## src/rtl/dma_chan_pkg.sv

```systemverilog
package dma_chan_pkg;

    localparam int DW = 16;

    typedef enum logic [1:0] {
        XM_SINGLE  = 2'd0,
        XM_BLOCK   = 2'd1,
        XM_RSINGLE = 2'd2,
        XM_RBLOCK  = 2'd3
    } xfer_mode_e;

    typedef enum logic [1:0] {
        PS_OFF,
        PS_WAIT,
        PS_READ,
        PS_WRITE
    } phase_e;

    typedef enum logic [1:0] {
        SP_HOLD  = 2'd0,
        SP_UP1   = 2'd1,
        SP_UP2   = 2'd2,
        SP_DOWN1 = 2'd3
    } step_e;

    typedef struct packed {
        xfer_mode_e mode;
        logic [2:0] var_code;
        logic       wide;
        step_e      src_step;
        step_e      dst_step;
    } run_cfg_t;

    // byte delta applied to a pointer after one item
    function automatic logic signed [3:0] step_bytes(step_e s, logic wide);
        logic signed [3:0] unit;
        unit = wide ? 4'sd2 : 4'sd1;
        case (s)
            SP_UP1:   return unit;
            SP_UP2:   return unit <<< 1;
            SP_DOWN1: return -unit;
            default:  return 4'sd0;
        endcase
    endfunction

    function automatic logic is_var(logic [2:0] c);
        return (c >= 3'd1) && (c <= 3'd4);
    endfunction

    // items added to the length value n
    function automatic logic [1:0] var_extra(logic [2:0] c);
        case (c)
            3'd1:    return 2'd1;
            3'd3:    return 2'd2;
            3'd4:    return 2'd3;
            default: return 2'd0;
        endcase
    endfunction

    function automatic logic mode_repeats(xfer_mode_e m);
        return m == XM_RSINGLE || m == XM_RBLOCK;
    endfunction

    function automatic logic mode_burst(xfer_mode_e m);
        return m == XM_BLOCK || m == XM_RBLOCK;
    endfunction

endpackage

```

## src/rtl/dma_chan_ptr.sv

```systemverilog
module dma_chan_ptr
    import dma_chan_pkg::*;
#(
    parameter int AW = 16
) (
    input  logic          clk,
    input  logic          rst,
    input  logic          load,
    input  logic [AW-1:0] base,
    input  logic          adv,
    input  step_e         step,
    input  logic          wide,
    output logic [AW-1:0] ptr
);

    logic signed [3:0] delta;
    logic [AW-1:0]     delta_ext;

    assign delta     = step_bytes(step, wide);
    assign delta_ext = {{(AW-4){delta[3]}}, delta};

    always_ff @(posedge clk) begin
        if (rst)       ptr <= '0;
        else if (load) ptr <= base;
        else if (adv)  ptr <= ptr + delta_ext;
    end

endmodule

```

## src/rtl/dma_chan_len.sv

```systemverilog
module dma_chan_len
    import dma_chan_pkg::*;
#(
    parameter int LW = 10
) (
    input  logic          clk,
    input  logic          rst,
    input  logic          load,
    input  logic [LW-1:0] lim,
    input  logic          rd_ok,
    input  logic [DW-1:0] rdata,
    input  logic          wide,
    input  logic [2:0]    var_code,
    input  logic          adv,
    output logic          last
);

    localparam int SW = ((LW > DW) ? LW : DW) + 2;

    logic [LW-1:0] cnt;
    logic [LW-1:0] tot;
    logic [DW-1:0] n_val;
    logic [SW-1:0] ext;
    logic          head;

    assign head  = (cnt == '0);
    assign n_val = wide ? rdata : {8'h00, rdata[7:0]};
    assign ext   = SW'(n_val) + SW'(var_extra(var_code));
    assign last  = ({1'b0, cnt} + 1'b1) == {1'b0, tot};

    always_ff @(posedge clk) begin
        if (rst) begin
            cnt <= '0;
            tot <= '0;
        end else if (load) begin
            cnt <= '0;
            tot <= lim;
        end else begin
            if (rd_ok && head && is_var(var_code) && (ext < SW'(tot)))
                tot <= (ext == '0) ? LW'(1) : ext[LW-1:0];
            if (adv)
                cnt <= cnt + 1'b1;
        end
    end

    p_cnt_bound_r10: assert property (@(posedge clk) disable iff (rst)
        adv |-> (cnt < tot));

    p_tot_nonzero_r10: assert property (@(posedge clk) disable iff (rst)
        (rd_ok && !load) |=> (tot != '0));

endmodule

```

## src/rtl/dma_chan_ctrl.sv

```systemverilog
module dma_chan_ctrl
    import dma_chan_pkg::*;
(
    input  logic       clk,
    input  logic       rst,
    input  logic       arm,
    input  logic       len_zero,
    input  logic       hit,
    input  logic       ready,
    input  logic       last,
    input  xfer_mode_e mode,
    output phase_e     ph,
    output logic       load,
    output logic       rd_ok,
    output logic       wr_ok,
    output logic       done
);

    logic rearm;

    assign rd_ok = (ph == PS_READ) && ready;
    assign wr_ok = (ph == PS_WRITE) && ready;
    assign done  = wr_ok && last;
    assign rearm = done && mode_repeats(mode) && !len_zero;
    assign load  = ((ph == PS_OFF) && arm && !len_zero) || rearm;

    always_ff @(posedge clk) begin
        if (rst) begin
            ph <= PS_OFF;
        end else begin
            case (ph)
                PS_OFF:   if (arm && !len_zero) ph <= PS_WAIT;
                PS_WAIT:  if (hit) ph <= PS_READ;
                PS_READ:  if (ready) ph <= PS_WRITE;
                PS_WRITE: if (ready) begin
                    if (done)                  ph <= rearm ? PS_WAIT : PS_OFF;
                    else if (mode_burst(mode)) ph <= PS_READ;
                    else                       ph <= PS_WAIT;
                end
                default:  ph <= PS_OFF;
            endcase
        end
    end

    p_len0_off_r12: assert property (@(posedge clk) disable iff (rst)
        (ph == PS_OFF && arm && len_zero) |=> (ph == PS_OFF));

    p_read_then_write_r1: assert property (@(posedge clk) disable iff (rst)
        rd_ok |=> (ph == PS_WRITE));

    p_single_waits_r1: assert property (@(posedge clk) disable iff (rst)
        (wr_ok && !last && !mode_burst(mode)) |=> (ph == PS_WAIT));

    p_block_continues_r3: assert property (@(posedge clk) disable iff (rst)
        (wr_ok && !last && mode_burst(mode)) |=> (ph == PS_READ));

    p_done_disarms_r2: assert property (@(posedge clk) disable iff (rst)
        (done && !mode_repeats(mode)) |=> (ph == PS_OFF));

    p_rearm_stays_r4: assert property (@(posedge clk) disable iff (rst)
        (done && mode_repeats(mode) && !len_zero) |=> (ph == PS_WAIT));

endmodule

```

## src/rtl/dma_chan_engine.sv

```systemverilog
module dma_chan_engine
    import dma_chan_pkg::*;
#(
    parameter int AW    = 16,
    parameter int LW    = 10,
    parameter int NTRIG = 8,
    localparam int TSW  = (NTRIG > 1) ? $clog2(NTRIG) : 1
) (
    input  logic             clk,
    input  logic             rst,
    input  logic             arm,
    input  logic [AW-1:0]    cfg_src,
    input  logic [AW-1:0]    cfg_dst,
    input  logic [LW-1:0]    cfg_len,
    input  logic [2:0]       cfg_var,
    input  logic             cfg_wide,
    input  logic [1:0]       cfg_mode,
    input  logic [TSW-1:0]   cfg_trig,
    input  logic [1:0]       cfg_src_step,
    input  logic [1:0]       cfg_dst_step,
    input  logic [NTRIG-1:0] trig_in,
    input  logic             sw_req,
    input  logic             irq_clr,
    output logic             irq,
    output logic             armed,
    output logic             mem_req,
    output logic             mem_we,
    output logic             mem_wide,
    output logic [AW-1:0]    mem_addr,
    output logic [DW-1:0]    mem_wdata,
    input  logic [DW-1:0]    mem_rdata,
    input  logic             mem_ready
);

    run_cfg_t      rc;
    logic [TSW-1:0] sel_q;
    logic [DW-1:0] data_q;
    phase_e        ph;
    logic          load, rd_ok, wr_ok, done, last, hit, len_zero;
    logic [AW-1:0] src_ptr, dst_ptr;

    assign len_zero = (cfg_len == '0);
    assign hit      = trig_in[sel_q] | sw_req;

    always_ff @(posedge clk) begin
        if (rst) begin
            rc     <= '0;
            sel_q  <= '0;
            data_q <= '0;
            irq    <= 1'b0;
        end else begin
            if (load) begin
                rc    <= '{mode:     xfer_mode_e'(cfg_mode),
                           var_code: cfg_var,
                           wide:     cfg_wide,
                           src_step: step_e'(cfg_src_step),
                           dst_step: step_e'(cfg_dst_step)};
                sel_q <= cfg_trig;
            end
            if (rd_ok)
                data_q <= mem_rdata;
            if (done)
                irq <= 1'b1;
            else if (irq_clr)
                irq <= 1'b0;
        end
    end

    dma_chan_ctrl u_ctrl (
        .clk      (clk),
        .rst      (rst),
        .arm      (arm),
        .len_zero (len_zero),
        .hit      (hit),
        .ready    (mem_ready),
        .last     (last),
        .mode     (rc.mode),
        .ph       (ph),
        .load     (load),
        .rd_ok    (rd_ok),
        .wr_ok    (wr_ok),
        .done     (done)
    );

    dma_chan_len #(.LW(LW)) u_len (
        .clk      (clk),
        .rst      (rst),
        .load     (load),
        .lim      (cfg_len),
        .rd_ok    (rd_ok),
        .rdata    (mem_rdata),
        .wide     (rc.wide),
        .var_code (rc.var_code),
        .adv      (wr_ok),
        .last     (last)
    );

    dma_chan_ptr #(.AW(AW)) u_src (
        .clk  (clk),
        .rst  (rst),
        .load (load),
        .base (cfg_src),
        .adv  (wr_ok),
        .step (rc.src_step),
        .wide (rc.wide),
        .ptr  (src_ptr)
    );

    dma_chan_ptr #(.AW(AW)) u_dst (
        .clk  (clk),
        .rst  (rst),
        .load (load),
        .base (cfg_dst),
        .adv  (wr_ok),
        .step (rc.dst_step),
        .wide (rc.wide),
        .ptr  (dst_ptr)
    );

    assign armed     = (ph != PS_OFF);
    assign mem_req   = (ph == PS_READ) || (ph == PS_WRITE);
    assign mem_we    = (ph == PS_WRITE);
    assign mem_wide  = mem_req && rc.wide;
    assign mem_addr  = mem_we ? dst_ptr : src_ptr;
    assign mem_wdata = !mem_we ? '0 : (rc.wide ? data_q : {8'h00, data_q[7:0]});

    p_req_hold_r13: assert property (@(posedge clk) disable iff (rst)
        (mem_req && !mem_ready) |=>
        (mem_req && $stable(mem_addr) && $stable(mem_we) && $stable(mem_wdata)));

    p_irq_sticky_r11: assert property (@(posedge clk) disable iff (rst)
        (irq && !irq_clr) |=> irq);

    p_irq_after_write_r2: assert property (@(posedge clk) disable iff (rst)
        $rose(irq) |-> $past(mem_req && mem_we && mem_ready));

    p_off_no_access_r6: assert property (@(posedge clk) disable iff (rst)
        (!armed && !arm) |=> !mem_req);

endmodule

```

## config.mk

```make
export PLATFORM = sky130hd
export DESIGN_NAME = dma_chan_engine
export DESIGN_NICKNAME = d
export VERILOG_FILES = /design/src/rtl/dma_chan_pkg.sv /design/src/rtl/dma_chan_ptr.sv /design/src/rtl/dma_chan_len.sv /design/src/rtl/dma_chan_ctrl.sv /design/src/rtl/dma_chan_engine.sv
export SDC_FILE = /design/constraint.sdc
export NUM_CORES = 1
export LEC_CHECK = 0
export BUFFER_PORTS_ARGS = -buffer_cell sky130_fd_sc_hd__buf_2
export CORE_MARGIN = 4
export CORE_UTILIZATION = 45
export CTS_CLUSTER_SIZE = 30
export DETAILED_ROUTE_END_ITERATION = 6
export HOLD_SLACK_MARGIN = 0.15
export PLACE_DENSITY = 0.63
export SLEW_MARGIN = 25
export SYNTH_ARGS = -nofsm -noshare
export SYNTH_HDL_FRONTEND = slang
export SYNTH_SLANG_ARGS = --single-unit
```

## constraint.sdc

```tcl
create_clock -name clk -period 4.57 [get_ports clk]
set_clock_uncertainty 0.1 [all_clocks]
set_input_delay 0.914 -clock clk [delete_from_list [all_inputs] [get_ports clk]]
set_output_delay 0.914 -clock clk [all_outputs]
set_load 0.05 [all_outputs]
```

==> metrics.md, run 1 <==
| Metric | Value |
|---|---|
| Status | `complete, no violations` |
| WP buf/inv | `2` |
| CTS tree | `yes` |
| Syn nets | `989` |
| Setup violators final | `0` |
| Most common cell in the netlist | `nand2_1` |
| # fillers | `1430` |
| Crit Path Max Fanout | `28` |
| Worst-Skew Late Latency | `0.35 ns` |
| Synth Cell Area | `6330 µm²` |
| Worst r2r path cells | `15` |
| Family with the most delay on the worst path | `buffers and inverters` |
| Multi-input logic area | `4310 µm²` |
| Number of synthesized flops with an enable pin | `0` |
| FF+latch area | `1680 µm²` |
| Crit. Startpoint | `u_ctrl.ph[1]$_SDFFE_PP0P_` |
| Top_reg_cell synth | `dfxtp_1` |
| Vias in the first global route | `5964` |
| Top post-synthesis cells by area | `dfxtp_1, nand2_1, ha_1` |
| Fin Hold WS | `0.352 ns` |
| Worst-path clk slew | `0.07 ns` |
| Routability cong. | `0.881` |
| Post-Syn Area per Cell | `7.37 µm²` |
| Critical Path AT | `3.06 ns` |
| Nature of the critical path endpoint | `output pin` |
| Area grow syn2layout | `15.4%` |
| ANT nets after route | `0` |
| H-tree levels | `3` |
| Placed insts | `1119` |
| Cell row count | `43` |
| DRC Markers | `0` |
| Final WL | `18.0 mm` |
| Most frequent cells after synthesis | `nand2_1, dfxtp_1, nor2_1` |
| Top cell type's share of synthesized area | `26.6%` |
| RSZ-0062 raised after global routing | `false` |
| Setup TNS | `0 ns` |
| Max incr delay on CP | `0.81 ns` |
| I/O Pins | `122` |
| Antenna violations before repair | `1` |
| Gr usage total | `22.5%` |
| Final hold vios | `0` |
| Max Cap Viol | `0` |
| Routed via count | `6280` |
| Max frequency | `0.246 GHz` |
| Crit Reg-Reg Endpoint | `u_len.tot[6]$_SDFFE_PP0P_` |
| DR WL/cell | `15.8 µm` |
| NumNets Final | `1081` |
| Slowest CP cell | `clkinv_1` |
| Post-synthesis register bit count | `84` |
| Die ar. | `16000 µm²` |
| CORE AREA | `13800 µm²` |
| Crit path launch type | `flop` |
| Post-cts sizing count | `0` |
| Largest net degree at the start of global routing | `75` |
| Synth unique cells | `66` |
| Initial DRC Count | `365` |
| Synth async-reset ratio | `0%` |
| Power per Cell Area | `326 nW/µm²` |
| Fin crit period | `4.07 ns` |
| Crit path capture | `mem_addr[1]` |
| Area leader, netlist | `dfxtp_1` |
| Clock buffer depth | `2` |
| Worst-Margin Slew | `0.855 ns` |
| Yosys warns | `0` |
| Final non-filler cell total | `1137` |
| Initial core utilization | `45.8%` |
| First-pass GRT wire length | `29.8 mm` |
| Share of layout cells above drive strength 1 | `17.2%` |
| HPWL Detailed | `13.1 mm` |
| R2r setup slk | `0.58 ns` |
| CTS sink cnt | `84` |
| Cell breakdown of the critical path | `nand2_1 -> clkinv_1 -> o21ai_0 -> buf_2` |
| Post-Synthesis Cells | `858` |
| Register area share after synthesis | `26.6%` |
| Via density | `5.52` |
| Levels on crit path | `4` |
| Width of the die | `127 µm` |
| Critical path class | `flop to output pin` |
| Fin. max-slew vios | `0` |
| Period utilization | `89.1%` |
| TritonCTS Buffers | `9` |
| GRT overflow | `0` |
| Die Ht | `127 µm` |
| PortBufs | `121` |
| Hold-fix buffers at CTS | `0` |
| Static leakage | `3.16 nW` |
| DRT Pass-1 Iters | `5` |
| FF-to-FF Start | `rc[5]$_SDFFE_PP0P_` |
| CTS Root Cell | `clkbuf_16` |
| # Post-CTS Setup Buffers | `0` |
| CP Data Required Time | `3.56 ns` |
| Worst min-delay path category | `flop to flop` |
| Worst rel slew slack | `43.0%` |
| VDD IR max | `0.213 mV` |
## report_power, final
group          switching [W]  internal, W  leakage, nW
registers          0.0000852     0.000811        0.689
logic               0.000484     0.000272         2.34
clock network       0.000338     0.000388        0.131
total               0.000908      0.00147         3.16
## cell families (layout without fill, tap and decap cells)
| kind of cell | Yosys count | in the layout | synth area share, % |
|---|---|---|---|
| adders and majority gates | 46 | 46 | 9.45 |
| xor gates and xnor gates | 59 | 59 | 8.17 |
| AOI/OAI and AO/OA | 183 | 183 | 19.4 |
| and+or+nand+nor | 396 | 396 | 29.0 |
| buffers and inverters | 80 | 177 | 5.34 |
| muxes | 10 | 10 | 2.00 |
| DFF | 84 | 84 | 26.6 |
| other | 0 | 2 | 0 |
## flip-flops by register name, summed over array words and instances (netlist names), 2 cells and up
name	flops
sel_q	3
data_q	16
u_ctrl.ph	2
rc	10
u_len.cnt	10
u_src.ptr	16
u_dst.ptr	16
u_len.tot	10
## worst min path at each step
stage / cells past startpoint / endpoint / from
after floorplan: 2 / data_q[0]$_SDFFE_PP0P_ / data_q[0]$_SDFFE_PP0P_
after global placement: 2 / data_q[5]$_SDFFE_PP0P_ / data_q[5]$_SDFFE_PP0P_
after detailed placement: 2 / data_q[0]$_SDFFE_PP0P_ / data_q[0]$_SDFFE_PP0P_
after CTS: 2 / data_q[0]$_SDFFE_PP0P_ / data_q[0]$_SDFFE_PP0P_
after global routing: 2 / data_q[15]$_SDFFE_PP0P_ / data_q[15]$_SDFFE_PP0P_
final: 2 / data_q[0]$_SDFFE_PP0P_ / data_q[0]$_SDFFE_PP0P_
## layout by cell type (no fill, tap or decap), types with 10 or more instances in the layout
master / instances
a211oi_1: 23
a21oi_1: 63
a311oi_1: 15
and3_1: 26
buf_2: 121
dfxtp_1: 84
ha_1: 43
inv_1: 30
nand2_1: 171
nand3_1: 25
nor2_1: 81
nor2b_1: 12
nor3_1: 34
nor4_1: 10
o21ai_0: 20
xnor2_1: 36
xor2_1: 23
## stage by stage
step	power, W	area, µm²	util (%)	setup slack [ns]
after global placement	0.00166	7010	50.7	0.409
final	0.00238	7300	52.8	0.500
after global routing	0.00251	7300	52.8	0.200
after detailed placement	0.00167	7010	50.7	0.345
after CTS	0.00239	7300	52.8	0.490
after floorplan	0.00146	6330	-	0.703
## per-layer routing
metal / track usage (%) / wire length [µm] / share of wire, % / up-vias
met5: 0 / 0 / 0 / -
met1: 31.3 / 8810 / 49 / 2905
met3: 3.75 / 761 / 4.2 / 28
met2: 34.9 / 7990 / 44 / 134
li1: - / - / - / 3213
met4: 8.90 / 447 / 2.5 / 0
## layout make-up
type	count	area share, %
inverter	31	1.59
multi-input combinational	694	59.1
clock buffer	10	3.27
tap	180	3.08
clock inverter	6	0.668
sequential	84	23.0
timing repair buffer	130	9.22
antenna	2	0.0685
## tightest hold or removal path, delay by kind of cell, from the launching register on
kind	cells	cell delay [ns]
and+or+nand+nor	1	0.05
DFF	1	0.31
AOI/OAI and AO/OA	1	0.05
Power figures use the tool's default switching activity.
==> run 2, diff against run 1 <==
ABC_AREA = 1   (was unset)
CAP_MARGIN = 20   (was unset)
PLACE_DENSITY = 0.62   (was 0.63)
SYNTH_HIERARCHICAL = 1   (was unset)
==> run 2 against run 1 <==
- first-iteration DRC count increased by 22%
- routed wire length is 11% higher
- register-to-register slack gained 0.60 ns
- fmax increased by 17%
- synthesized cell count is 34% higher
- global-route usage decreased by 0.37 points
- non-clock buffer count down 2
- synthesized area up 11%
- sequential share of layout area down 2.1 points
- flip-flop and latch count unchanged
- sequential power down 2%
- critical path type is now input port to flop
==> metrics.md, run 2 <==
| Metric | Value |
|---|---|
| Status | `complete, no violations` |
| Power per Cell Area | `292 nW/µm²` |
| DRT Pass-1 Iters | `5` |
| P_int | `0.00149 W` |
| Area leader, netlist | `dfxtp_1` |
| Clock buffer depth | `2` |
| TritonCTS Buffers | `9` |
| ANT nets after route | `0` |
| Initial core utilization | `46.2%` |
| VDD IR max | `0.235 mV` |
| Levels on crit path | `17` |
| Largest net degree at the start of global routing | `38` |
| Vias in the first global route | `6640` |
| Final hold vios | `0` |
| Most common cell in the netlist | `nand2_1` |
| Cell breakdown of the critical path | `buf_2 -> ha_1 -> fa_1 -> nand3_2 -> nor2_4 -> xor2_1 -> ha_1 -> a21oi_1 -> o21ai_0 -> nor2_1 -> nand3_1 -> nand2_1 -> nand3_2 -> nand2_2 -> inv_1 -> nor2_1 -> nor2_1` |
| Final non-filler cell total | `1471` |
| Top post-synthesis cells by area | `dfxtp_1, nand2_1, inv_1` |
| Worst-Skew Late Latency | `0.35 ns` |
| Max frequency | `0.288 GHz` |
| Synth unique cells | `42` |
| Static leakage | `4.12 nW` |
| Switching pwr | `0.000868 W` |
| Final WL | `20.0 mm` |
| GRT overflow | `0` |
| WP buf/inv | `2` |
| Worst-path clk slew | `0.06 ns` |
| FF+latch area | `1680 µm²` |
| Via density | `4.91` |
| Placed insts | `1456` |
| Sequential Power Share | `37.5%` |
| CTS tree | `yes` |
| Max incr delay on CP | `0.47 ns` |
| CP Data Required Time | `4.72 ns` |
| Synth async-reset ratio | `0%` |
| Combinational power share | `31.1%` |
| Nature of the critical path endpoint | `flop` |
| Family with the most delay on the worst path | `simple AND/OR/NAND/NOR gates` |
| Top flop regs | `data_q: 16 flops, u_dst/ptr: 16 flops, u_src/ptr: 16 flops` |
| Antenna violations before repair | `1` |
| Pre-CTS setup slack | `0.758 ns` |
| Period utilization | `75.9%` |
| Multi-input logic area | `4500 µm²` |
| Setup TNS | `0 ns` |
| CTS Root Cell | `clkbuf_16` |
| DRC Markers | `0` |
| Critical path class | `input port to flop` |
| DR WL/cell | `13.6 µm` |
| Post-Synthesis Cells | `1148` |
| Most frequent cells after synthesis | `nand2_1, inv_1, nor2_1` |
| Worst r2r path cells | `18` |
| Fin crit period | `3.47 ns` |
| Post-cts sizing count | `0` |
| Syn nets | `1279` |
| Routed via count | `7225` |
| R2r setup slk | `1.18 ns` |
| HPWL Detailed | `15.7 mm` |
| Register area share after synthesis | `23.9%` |
| RSZ-0062 raised after global routing | `false` |
| CORE AREA | `15300 µm²` |
| CTS sink cnt | `84` |
| Initial DRC Count | `445` |
| Number of synthesized flops with an enable pin | `0` |
| Yosys warns | `6` |
| Worst-Margin Slew | `0.789 ns` |
| Worst min-delay path category | `flop to flop` |
| Die ar. | `17700 µm²` |
| Most used cell, CP | `nor2_1` |
| I/O Pins | `122` |
| Clock share of power | `31.4%` |
| PortBufs | `121` |
| # fillers | `1653` |
| # Post-CTS Setup Buffers | `0` |
| Slowest CP cell | `fa_1` |
| Post-synthesis register bit count | `84` |
| Crit path launch type | `input port` |
| Critical Path AT | `3.61 ns` |
| Net Sw Frac | `36.9%` |
| Worst rel slew slack | `47.3%` |
| Cell row count | `45` |
| Max Cap Viol | `0` |
| H-tree levels | `3` |
| Top cell type's share of synthesized area | `23.9%` |
| NumNets Final | `1387` |
| Fin. max-slew vios | `0` |
| Post-Syn Area per Cell | `6.13 µm²` |
| Synth Cell Area | `7040 µm²` |
| Commonest non-fill, non-tap cell in the layout | `nand2_1` |
| Routability cong. | `0.921` |
| Crit Path Max Fanout | `11` |
| Area grow syn2layout | `14.3%` |
| Die Ht | `133 µm` |
| Fin util | `52.8%` |
| Hold-fix buffers at CTS | `0` |
| Top_reg_cell synth | `dfxtp_1` |
| Worst hold path depth | `2` |
| Setup ws final | `1.10 ns` |
| Setup violators final | `0` |
| Most frequent cells in the layout | `nand2_1, inv_1, buf_2` |
| Fin Hold WS | `0.364 ns` |
| Width of the die | `133 µm` |
| First-pass GRT wire length | `32.5 mm` |
| ANT cells | `0` |
| Share of layout cells above drive strength 1 | `17.1%` |
| Gr usage total | `22.1%` |
[run 2: cell types whose count changed after synthesis, moves of 26 or more]
cell      before  now
nand3_1       25   84
nand2_1      171  381
xnor2_1       36    4
and3_1        26    0
inv_1         30  153
clkbuf_1      35    9
[run 2: per-layer routing]
layer / track usage, % / share of wire [%]
met4: 5.89 / 1.4
met3: 4.80 / 5.3
met2: 33.1 / 42
met1: 32.3 / 52
met5: 0 / 0.035
[run 2: worst paths after layout]
path	from	to
max reg2reg	rc[6]$_SDFFE_PP0P_	u_len/tot[0]$_SDFFE_PP0P_
max	mem_rdata[0]	u_len/tot[0]$_SDFFE_PP0P_
min reg2reg	data_q[12]$_SDFFE_PP0P_	data_q[12]$_SDFFE_PP0P_
min	data_q[12]$_SDFFE_PP0P_	data_q[12]$_SDFFE_PP0P_
[run 2: cell families (layout without fill, tap and decap cells)]
family	Yosys count	count (layout)	share of synthesized area, %
and+or+nand+nor	634	634	39.0
buffers and inverters	202	314	12.2
xor gates and xnor gates	20	20	2.49
adders and majority gates	46	46	8.49
DFF	84	84	23.9
AOI/OAI and AO/OA	162	162	13.9
[run 2: through the flow]
| step | power, W | instance area, µm² |
|---|---|---|
| CTS | 0.00237 | 8050 |
| floorplan | 0.00143 | 7040 |
| global placement | 0.00162 | 7760 |
| finish | 0.00235 | 8050 |
| detailed placement | 0.00162 | 7760 |
| global route | 0.00249 | 8050 |
[run 2: power by group through the flow]
stage | combinational [W] | sequential (W) | clock [W]
6_report | 0.000732 | 0.000882 | 0.000740
5_1_grt | 0.000815 | 0.000892 | 0.000781
4_1_cts | 0.000729 | 0.000882 | 0.000758
3_5_place_dp | 0.000726 | 0.000898 | 0
3_3_place_gp | 0.000720 | 0.000896 | 0
2_1_floorplan | 0.000563 | 0.000866 | 0
[run 2: tightest hold or removal path, cell delays in order (launching register included)]
cell     delay, ns
dfxtp_1       0.31
nand2_1       0.06
a21oi_1       0.05
[run 2: final cells by class]
type,instances,share of cell area [%]
Multi-Input combinational cell,862,55.9
Tap cell,211,3.28
Inverter,171,8.10
Timing Repair Buffer,128,8.18
Sequential cell,84,20.9
Clock buffer,11,3.02
Clock inverter,4,0.622
